===== src/rtl/envd_pkg.sv =====
package envd_pkg;

  typedef enum logic {
    PH_FIRST  = 1'b0,
    PH_SECOND = 1'b1
  } phase_e;

endpackage


===== src/rtl/envd_rectify.sv =====
module envd_rectify #(
  parameter int DATA_W = 16
) (
  input  logic [DATA_W-1:0] x,
  output logic [DATA_W-1:0] mag
);
  localparam logic [DATA_W-1:0] MIN_NEG = {1'b1, {(DATA_W-1){1'b0}}};
  localparam logic [DATA_W-1:0] MAX_POS = {1'b0, {(DATA_W-1){1'b1}}};

  always_comb begin
    if (x == MIN_NEG) begin
      mag = MAX_POS;
    end else if (x[DATA_W-1]) begin
      mag = (~x) + 1'b1;
    end else begin
      mag = x;
    end
  end
endmodule


===== src/rtl/envd_lpf.sv =====
module envd_lpf #(
  parameter int DATA_W = 16,
  parameter int K_W    = 4
) (
  input  logic              clk,
  input  logic              rst_n,
  input  logic              clr,
  input  logic              en,
  input  logic [DATA_W-1:0] mag,
  input  logic [K_W-1:0]    k,
  output logic [DATA_W-1:0] y_nxt,
  output logic [DATA_W-1:0] y_q
);
  localparam int EXT_W = DATA_W + 2;

  logic signed [EXT_W-1:0] diff;
  logic signed [EXT_W-1:0] step;
  logic signed [EXT_W-1:0] sum;
  logic [DATA_W-1:0]       y_d;

  always_comb begin
    diff  = $signed({2'b00, mag}) - $signed({2'b00, y_q});
    step  = diff >>> k;
    sum   = $signed({2'b00, y_q}) + step;
    y_nxt = sum[DATA_W-1:0];
    if (clr) begin
      y_d = '0;
    end else if (en) begin
      y_d = y_nxt;
    end else begin
      y_d = y_q;
    end
  end

  always_ff @(posedge clk or negedge rst_n) begin
    if (!rst_n) begin
      y_q <= '0;
    end else begin
      y_q <= y_d;
    end
  end
endmodule


===== src/rtl/envd_decim.sv =====
module envd_decim
  import envd_pkg::*;
#(
  parameter int DATA_W = 16
) (
  input  logic              clk,
  input  logic              rst_n,
  input  logic              clr,
  input  logic              en,
  input  logic [DATA_W-1:0] y_nxt,
  output logic [DATA_W-1:0] out_q,
  output phase_e            phase_q,
  output logic              done
);
  phase_e            phase_d;
  logic [DATA_W-1:0] out_d;

  always_comb begin
    done    = en && (phase_q == PH_SECOND) && !clr;
    phase_d = phase_q;
    out_d   = out_q;
    if (clr) begin
      phase_d = PH_FIRST;
      out_d   = '0;
    end else if (en) begin
      phase_d = (phase_q == PH_FIRST) ? PH_SECOND : PH_FIRST;
      if (phase_q == PH_SECOND) begin
        out_d = y_nxt;
      end
    end
  end

  always_ff @(posedge clk or negedge rst_n) begin
    if (!rst_n) begin
      phase_q <= PH_FIRST;
      out_q   <= '0;
    end else begin
      phase_q <= phase_d;
      out_q   <= out_d;
    end
  end
endmodule


===== src/rtl/envd_flag.sv =====
module envd_flag (
  input  logic clk,
  input  logic rst_n,
  input  logic clr,
  input  logic set,
  input  logic rd,
  input  logic ack,
  input  logic irq_en,
  output logic rdy_q,
  output logic irq
);
  logic rdy_d;

  always_comb begin
    if (clr) begin
      rdy_d = 1'b0;
    end else if (set) begin
      rdy_d = 1'b1;
    end else if (rd || ack) begin
      rdy_d = 1'b0;
    end else begin
      rdy_d = rdy_q;
    end
    irq = rdy_q && irq_en;
  end

  always_ff @(posedge clk or negedge rst_n) begin
    if (!rst_n) begin
      rdy_q <= 1'b0;
    end else begin
      rdy_q <= rdy_d;
    end
  end
endmodule


===== src/rtl/envd_top.sv =====
module envd_top
  import envd_pkg::*;
#(
  parameter int DATA_W = 16,
  parameter int K_W    = 4
) (
  input  logic              clk,
  input  logic              rst_n,
  input  logic              clr,
  input  logic              smp_vld,
  input  logic [DATA_W-1:0] smp_data,
  input  logic [K_W-1:0]    shift_k,
  input  logic              rd_strobe,
  input  logic              ack_w1c,
  input  logic              irq_en,
  output logic [DATA_W-1:0] env_data,
  output logic              env_rdy,
  output logic              env_irq
);
  logic [DATA_W-1:0] mag;
  logic [DATA_W-1:0] y_nxt;
  logic [DATA_W-1:0] y_q;
  phase_e            phase_q;
  logic              pair_done;

  envd_rectify #(.DATA_W(DATA_W)) u_rect (
    .x   (smp_data),
    .mag (mag)
  );

  envd_lpf #(.DATA_W(DATA_W), .K_W(K_W)) u_lpf (
    .clk   (clk),
    .rst_n (rst_n),
    .clr   (clr),
    .en    (smp_vld),
    .mag   (mag),
    .k     (shift_k),
    .y_nxt (y_nxt),
    .y_q   (y_q)
  );

  envd_decim #(.DATA_W(DATA_W)) u_decim (
    .clk     (clk),
    .rst_n   (rst_n),
    .clr     (clr),
    .en      (smp_vld),
    .y_nxt   (y_nxt),
    .out_q   (env_data),
    .phase_q (phase_q),
    .done    (pair_done)
  );

  envd_flag u_flag (
    .clk    (clk),
    .rst_n  (rst_n),
    .clr    (clr),
    .set    (pair_done),
    .rd     (rd_strobe),
    .ack    (ack_w1c),
    .irq_en (irq_en),
    .rdy_q  (env_rdy),
    .irq    (env_irq)
  );
endmodule


===== config.mk =====
export PLATFORM = sky130hd
export DESIGN_NAME = envd_top
export DESIGN_NICKNAME = d
export VERILOG_FILES = /design/src/rtl/envd_pkg.sv /design/src/rtl/envd_rectify.sv /design/src/rtl/envd_lpf.sv /design/src/rtl/envd_decim.sv /design/src/rtl/envd_flag.sv /design/src/rtl/envd_top.sv
export SDC_FILE = /design/constraint.sdc
export NUM_CORES = 1
export LEC_CHECK = 0
export BUFFER_PORTS_ARGS = -buffer_cell sky130_fd_sc_hd__clkbuf_2
export CAP_MARGIN = 20
export CORE_ASPECT_RATIO = 0.5
export CORE_MARGIN = 1
export CORE_UTILIZATION = 65
export CTS_BUF_LIST = sky130_fd_sc_hd__clkbuf_16
export CTS_CLUSTER_SIZE = 24
export DETAILED_ROUTE_END_ITERATION = 16
export GPL_TIMING_DRIVEN = 0
export PLACE_DENSITY = 0.9
export SLEW_MARGIN = 0
export SYNTH_ARGS = -nofsm -noshare
export SYNTH_HDL_FRONTEND = slang
export SYNTH_SLANG_ARGS = --single-unit
export TNS_END_PERCENT = 1

===== constraint.sdc =====
create_clock -name clk -period 15 [get_ports clk]
set_input_delay 3 -clock clk [delete_from_list [all_inputs] [get_ports clk]]
set_output_delay 3 -clock clk [all_outputs]
set_load 0.1 [all_outputs]

==> flow_summary.html <==
<table>
<tr><th>Metric</th><th>Value</th></tr>
<tr><th colspan="2">Clock network</th></tr>
<tr><td>Post-CTS Setup Repair Bufs</td><td>0</td></tr>
<tr><td>CTS tree</td><td>done</td></tr>
<tr><td>CTS-repair resized insts</td><td>0</td></tr>
<tr><td>H-tree levels</td><td>2</td></tr>
<tr><td>Maximum root-to-sink buffer count</td><td>2</td></tr>
<tr><td>Clock Sinks</td><td>34</td></tr>
<tr><td>Clock transition at the registers of the reported paths</td><td>0.06 ns</td></tr>
<tr><td>Number of clock buffers inserted by TritonCTS</td><td>5</td></tr>
<tr><td>Worst-Skew Late Latency</td><td>0.28 ns</td></tr>
<tr><td>CTS Hold Buffers Added</td><td>0</td></tr>
<tr><td>Buffer cell driving the clock tree root</td><td>sky130_fd_sc_hd__clkbuf_16</td></tr>
<tr><th colspan="2">Yosys</th></tr>
<tr><td>Count of mapped cells out of synthesis</td><td>579</td></tr>
<tr><td>Synthesized area per cell</td><td>7.654 µm²</td></tr>
<tr><td>Synth Register Bits</td><td>34</td></tr>
<tr><td>Number of enable-type register cells in the synthesized netlist</td><td>0</td></tr>
<tr><td>Sequential element share of the synthesized area</td><td>0.1920</td></tr>
<tr><td>Number of warnings printed during yosys synthesis</td><td>0</td></tr>
<tr><td>Number of unique standard cell types used by synthesis</td><td>78</td></tr>
<tr><td>Flip-flop cell with the highest count after synthesis</td><td>sky130_fd_sc_hd__dfrtp_1</td></tr>
<tr><td>Synthesized area</td><td>4432 µm²</td></tr>
<tr><td>Net count after synthesis</td><td>643</td></tr>
<tr><td>Fraction of synthesis flops using an asynchronous set or reset pin</td><td>1.000</td></tr>
<tr><th colspan="2">STA</th></tr>
<tr><td>Share of the clock period used by the worst path after layout</td><td>0.6317</td></tr>
<tr><td>Slew Limit Fails</td><td>0</td></tr>
<tr><td>Setup repair after global routing missed its margin</td><td>false</td></tr>
<tr><td>Least-Margin Pin Slew</td><td>0.8195 ns</td></tr>
<tr><td>Count of endpoints failing hold in the final timing report</td><td>0</td></tr>
<tr><td>Maximum frequency from static timing analysis</td><td>105.5 MHz</td></tr>
<tr><td>Post-Route Skew</td><td>0.004519 ns</td></tr>
<tr><td>Time the final worst path needs with I/O delays and setup</td><td>9.475 ns</td></tr>
<tr><td>Post-route setup slack</td><td>5.525 ns</td></tr>
<tr><td>Worst max-slew margin expressed relative to the limit</td><td>0.4536</td></tr>
<tr><td>Final setup TNS</td><td>0 ns</td></tr>
<tr><td>Number of failing setup endpoints in the final timing report</td><td>0</td></tr>
<tr><td>Fin Hold WS</td><td>0.5299 ns</td></tr>
<tr><th colspan="2">Final layout</th></tr>
<tr><td>Diode insertion count for antenna repair</td><td>0</td></tr>
<tr><td>Net count of the finished layout</td><td>690</td></tr>
<tr><td>Final std cell area, no fill</td><td>4883 µm²</td></tr>
<tr><td>Synth-to-layout area growth</td><td>10.19%</td></tr>
<tr><td>Share of cells above drive strength 1</td><td>0.1228</td></tr>
<tr><td>Utilization after layout</td><td>0.7713</td></tr>
<tr><td>Commonest non-fill, non-tap cells in the layout</td><td>sky130_fd_sc_hd__nand2_1, sky130_fd_sc_hd__a21oi_1, sky130_fd_sc_hd__nor2_1, sky130_fd_sc_hd__clkbuf_2, sky130_fd_sc_hd__ha_1</td></tr>
<tr><td>Non-filler cells, final</td><td>715</td></tr>
<tr><td>Leading cell type in the layout, fill and taps excluded</td><td>sky130_fd_sc_hd__nand2_1</td></tr>
<tr><th colspan="2">Worst setup path</th></tr>
<tr><td>Critical Path Source Type</td><td>input port</td></tr>
<tr><td>Maximum fanout along the worst path</td><td>10</td></tr>
<tr><td>Worst setup EP type</td><td>register</td></tr>
<tr><td>Critical path arrival</td><td>9.65 ns</td></tr>
<tr><td>Setup CP Type</td><td>in -&gt; reg</td></tr>
<tr><td>Worst EP required</td><td>15.17 ns</td></tr>
<tr><td>Register-to-register setup slack</td><td>9.39 ns</td></tr>
<tr><th colspan="2">Power and ir drop</th></tr>
<tr><td>Total Power Consumption</td><td>1.144 mW</td></tr>
<tr><td>Sequential share of power</td><td>0.130</td></tr>
<tr><td>Switch share</td><td>0.5599</td></tr>
<tr><td>Clk pwr share</td><td>0.087</td></tr>
<tr><td>Internal Dissipation</td><td>0.5035 mW</td></tr>
<tr><td>Maximum ir drop on the vdd rail</td><td>0.1497 mV</td></tr>
<tr><td>Reported leakage power</td><td>2.145 nW</td></tr>
<tr><td>Total net switching power</td><td>0.6406 mW</td></tr>
<tr><td>Pwr per Cell Area</td><td>234.3 nW/µm²</td></tr>
<tr><td>Combinational group share of total power</td><td>0.783</td></tr>
<tr><th colspan="2">Route</th></tr>
<tr><td>DR vias</td><td>4,826</td></tr>
<tr><td>Via density per instance</td><td>6.750</td></tr>
<tr><td>Iteration-0 DRC count of the detailed router</td><td>515</td></tr>
<tr><td>DRC errors left</td><td>0</td></tr>
<tr><td>Overall routed net length</td><td>13.26 mm</td></tr>
<tr><td>Post-detailed-route wirelength per cell</td><td>18.54 µm</td></tr>
<tr><td>Number of nets still failing antenna checks after routing</td><td>0</td></tr>
<tr><td>First-pass detailed-route iteration total</td><td>7</td></tr>
<tr><th colspan="2">Die</th></tr>
<tr><td>Effective utilization at floorplan</td><td>0.7000</td></tr>
<tr><td>Overall die area</td><td>7172 µm²</td></tr>
<tr><td>Die width</td><td>118.8 µm</td></tr>
<tr><td>Core outline area</td><td>6331 µm²</td></tr>
<tr><td>Top-level port count</td><td>45</td></tr>
<tr><td>Number of core rows</td><td>20</td></tr>
<tr><td>Height of the die</td><td>60.39 µm</td></tr>
<tr><th colspan="2">GRT</th></tr>
<tr><td>First-pass GRT wire length</td><td>21.11 mm</td></tr>
<tr><td>Initial antenna violation count</td><td>0</td></tr>
<tr><td>Largest net degree at the start of global routing</td><td>35</td></tr>
<tr><td>All-layer global routing usage</td><td>0.3782</td></tr>
<tr><td>Vias in the first global route</td><td>4,229</td></tr>
<tr><td>Total congestion overflow after global routing</td><td>0</td></tr>
<tr><th colspan="2">Flow run</th></tr>
<tr><td>Max Cap Viol</td><td>0</td></tr>
<tr><th colspan="2">Placed design</th></tr>
<tr><td>Dpl hpwl</td><td>10.02 mm</td></tr>
<tr><td>Worst setup slack before clock tree synthesis</td><td>5.388 ns</td></tr>
<tr><td>Inst Count DP</td><td>707</td></tr>
<tr><td>RePlAce Congestion</td><td>0.9580</td></tr>
<tr><td>Placed cell areas</td><td>4742 µm²</td></tr>
<tr><td>Number of buffers inserted by port buffering</td><td>40</td></tr>
<tr><th colspan="2">Status</th></tr>
<tr><td>Run status</td><td>completed</td></tr>
<tr><th colspan="2">Min path</th></tr>
<tr><td>Worst hold path class</td><td>reg -&gt; reg</td></tr>
</table>
## flip-flops by register name, indices dropped and copies added (netlist names)
name,cells
u_decim.out_q,16
u_flag.rdy_q,1
u_lpf.y_q,16
u_decim.phase_q,1
## metal layers
metal | vias up | global-route usage | wire length (µm) | share of wire
met5 | - | 0 | 0 | 0
met4 | 0 | 0.09765 | 252 | 0.019
met3 | 33 | 0.04229 | 1459 | 0.11
met2 | 348 | 0.6399 | 5662 | 0.43
met1 | 2185 | 0.5305 | 5880 | 0.44
li1 | 2260 | - | - | -
## logic make-up after synthesis
| family | after synthesis | synth area share |
|---|---|---|
| adder cells (fa/ha/maj) | 37 | 0.1078 |
| flip-flops | 34 | 0.1920 |
| AO/OA/AOI/OAI | 182 | 0.2860 |
| XOR/XNOR | 26 | 0.05138 |
| multiplexers | 23 | 0.06635 |
| AND/OR/NAND/NOR | 217 | 0.2434 |
| buffers and inverters | 60 | 0.05308 |
## path summary, 6_finish.rpt
kind	cells after the start	startpoint	endpoint
min in group asynchronous	1	rst_n	u_lpf.y_q[15]
max	28	smp_data[3]	u_lpf.y_q[12]
min	2	u_decim.out_q[11]	u_decim.out_q[11]
max in group asynchronous	1	rst_n	u_decim.out_q[3]
min reg2reg	2	u_decim.out_q[11]	u_decim.out_q[11]
max reg2reg	21	u_lpf.y_q[9]	u_lpf.y_q[12]
## cell usage after synthesis (13+ instances only)
cell type                  count  share of area
sky130_fd_sc_hd__inv_1        28          0.024
sky130_fd_sc_hd__ha_1         35          0.099
sky130_fd_sc_hd__nand2_1      60          0.051
sky130_fd_sc_hd__mux2i_1      17          0.038
sky130_fd_sc_hd__xnor2_1      13          0.026
sky130_fd_sc_hd__a21oi_1      56          0.063
sky130_fd_sc_hd__nand3_1      21          0.024
sky130_fd_sc_hd__clkbuf_1     21          0.018
sky130_fd_sc_hd__dfrtp_1      34           0.19
sky130_fd_sc_hd__a21o_1       13          0.022
sky130_fd_sc_hd__o21ai_0      18          0.020
sky130_fd_sc_hd__nor3_1       18          0.020
sky130_fd_sc_hd__xor2_1       13          0.026
sky130_fd_sc_hd__nor2_1       54          0.046
## critical path, cell delays in order
cell and delay, ns:
sky130_fd_sc_hd__clkbuf_2 0.11, sky130_fd_sc_hd__nor3_1 0.24, sky130_fd_sc_hd__nand2b_1 0.15, sky130_fd_sc_hd__nor4_1 0.35
sky130_fd_sc_hd__nand3b_1 0.14, sky130_fd_sc_hd__or3_1 0.39, sky130_fd_sc_hd__clkbuf_1 0.23, sky130_fd_sc_hd__o21ai_0 0.14
sky130_fd_sc_hd__ha_1 0.32, sky130_fd_sc_hd__a21oi_1 0.38, sky130_fd_sc_hd__o21ai_1 0.25, sky130_fd_sc_hd__a21boi_1 0.26
sky130_fd_sc_hd__o22ai_1 0.12, sky130_fd_sc_hd__a2111oi_1 0.63, sky130_fd_sc_hd__o31ai_1 0.18, sky130_fd_sc_hd__o211ai_1 0.18
sky130_fd_sc_hd__a211oi_1 0.13, sky130_fd_sc_hd__ha_1 0.24, sky130_fd_sc_hd__inv_1 0.07, sky130_fd_sc_hd__fa_1 0.19
sky130_fd_sc_hd__nand3b_1 0.14, sky130_fd_sc_hd__a21oi_1 0.10, sky130_fd_sc_hd__o21a_1 0.21, sky130_fd_sc_hd__o21ai_0 0.33
sky130_fd_sc_hd__a21o_1 0.20, sky130_fd_sc_hd__a21boi_0 0.17, sky130_fd_sc_hd__or4b_2 0.67, sky130_fd_sc_hd__o311ai_0 0.10
## power groups by stage
stage | sequential, mW | clock [mW] | combinational [mW]
finish | 0.149 | 0.0998 | 0.896
floorplan | 0.198 | 0 | 0.609
detailed placement | 0.147 | 0 | 0.850
CTS | 0.146 | 0.0981 | 0.865
global placement | 0.144 | 0 | 0.821
global route | 0.150 | 0.103 | 0.962
## layout make-up
class | instances | area [µm²]
clock inverters | 3 | 16.27
flip-flops and latches | 34 | 850.8
inverters | 31 | 116.4
multi-input cells | 485 | 3346
fillers | 451 | 1448
plain buffers | 29 | 118.9
well taps | 88 | 110.1
clock buffers | 5 | 125.1
repair buffers | 40 | 200.2
Note: power is estimated with default switching activity, not from simulation.
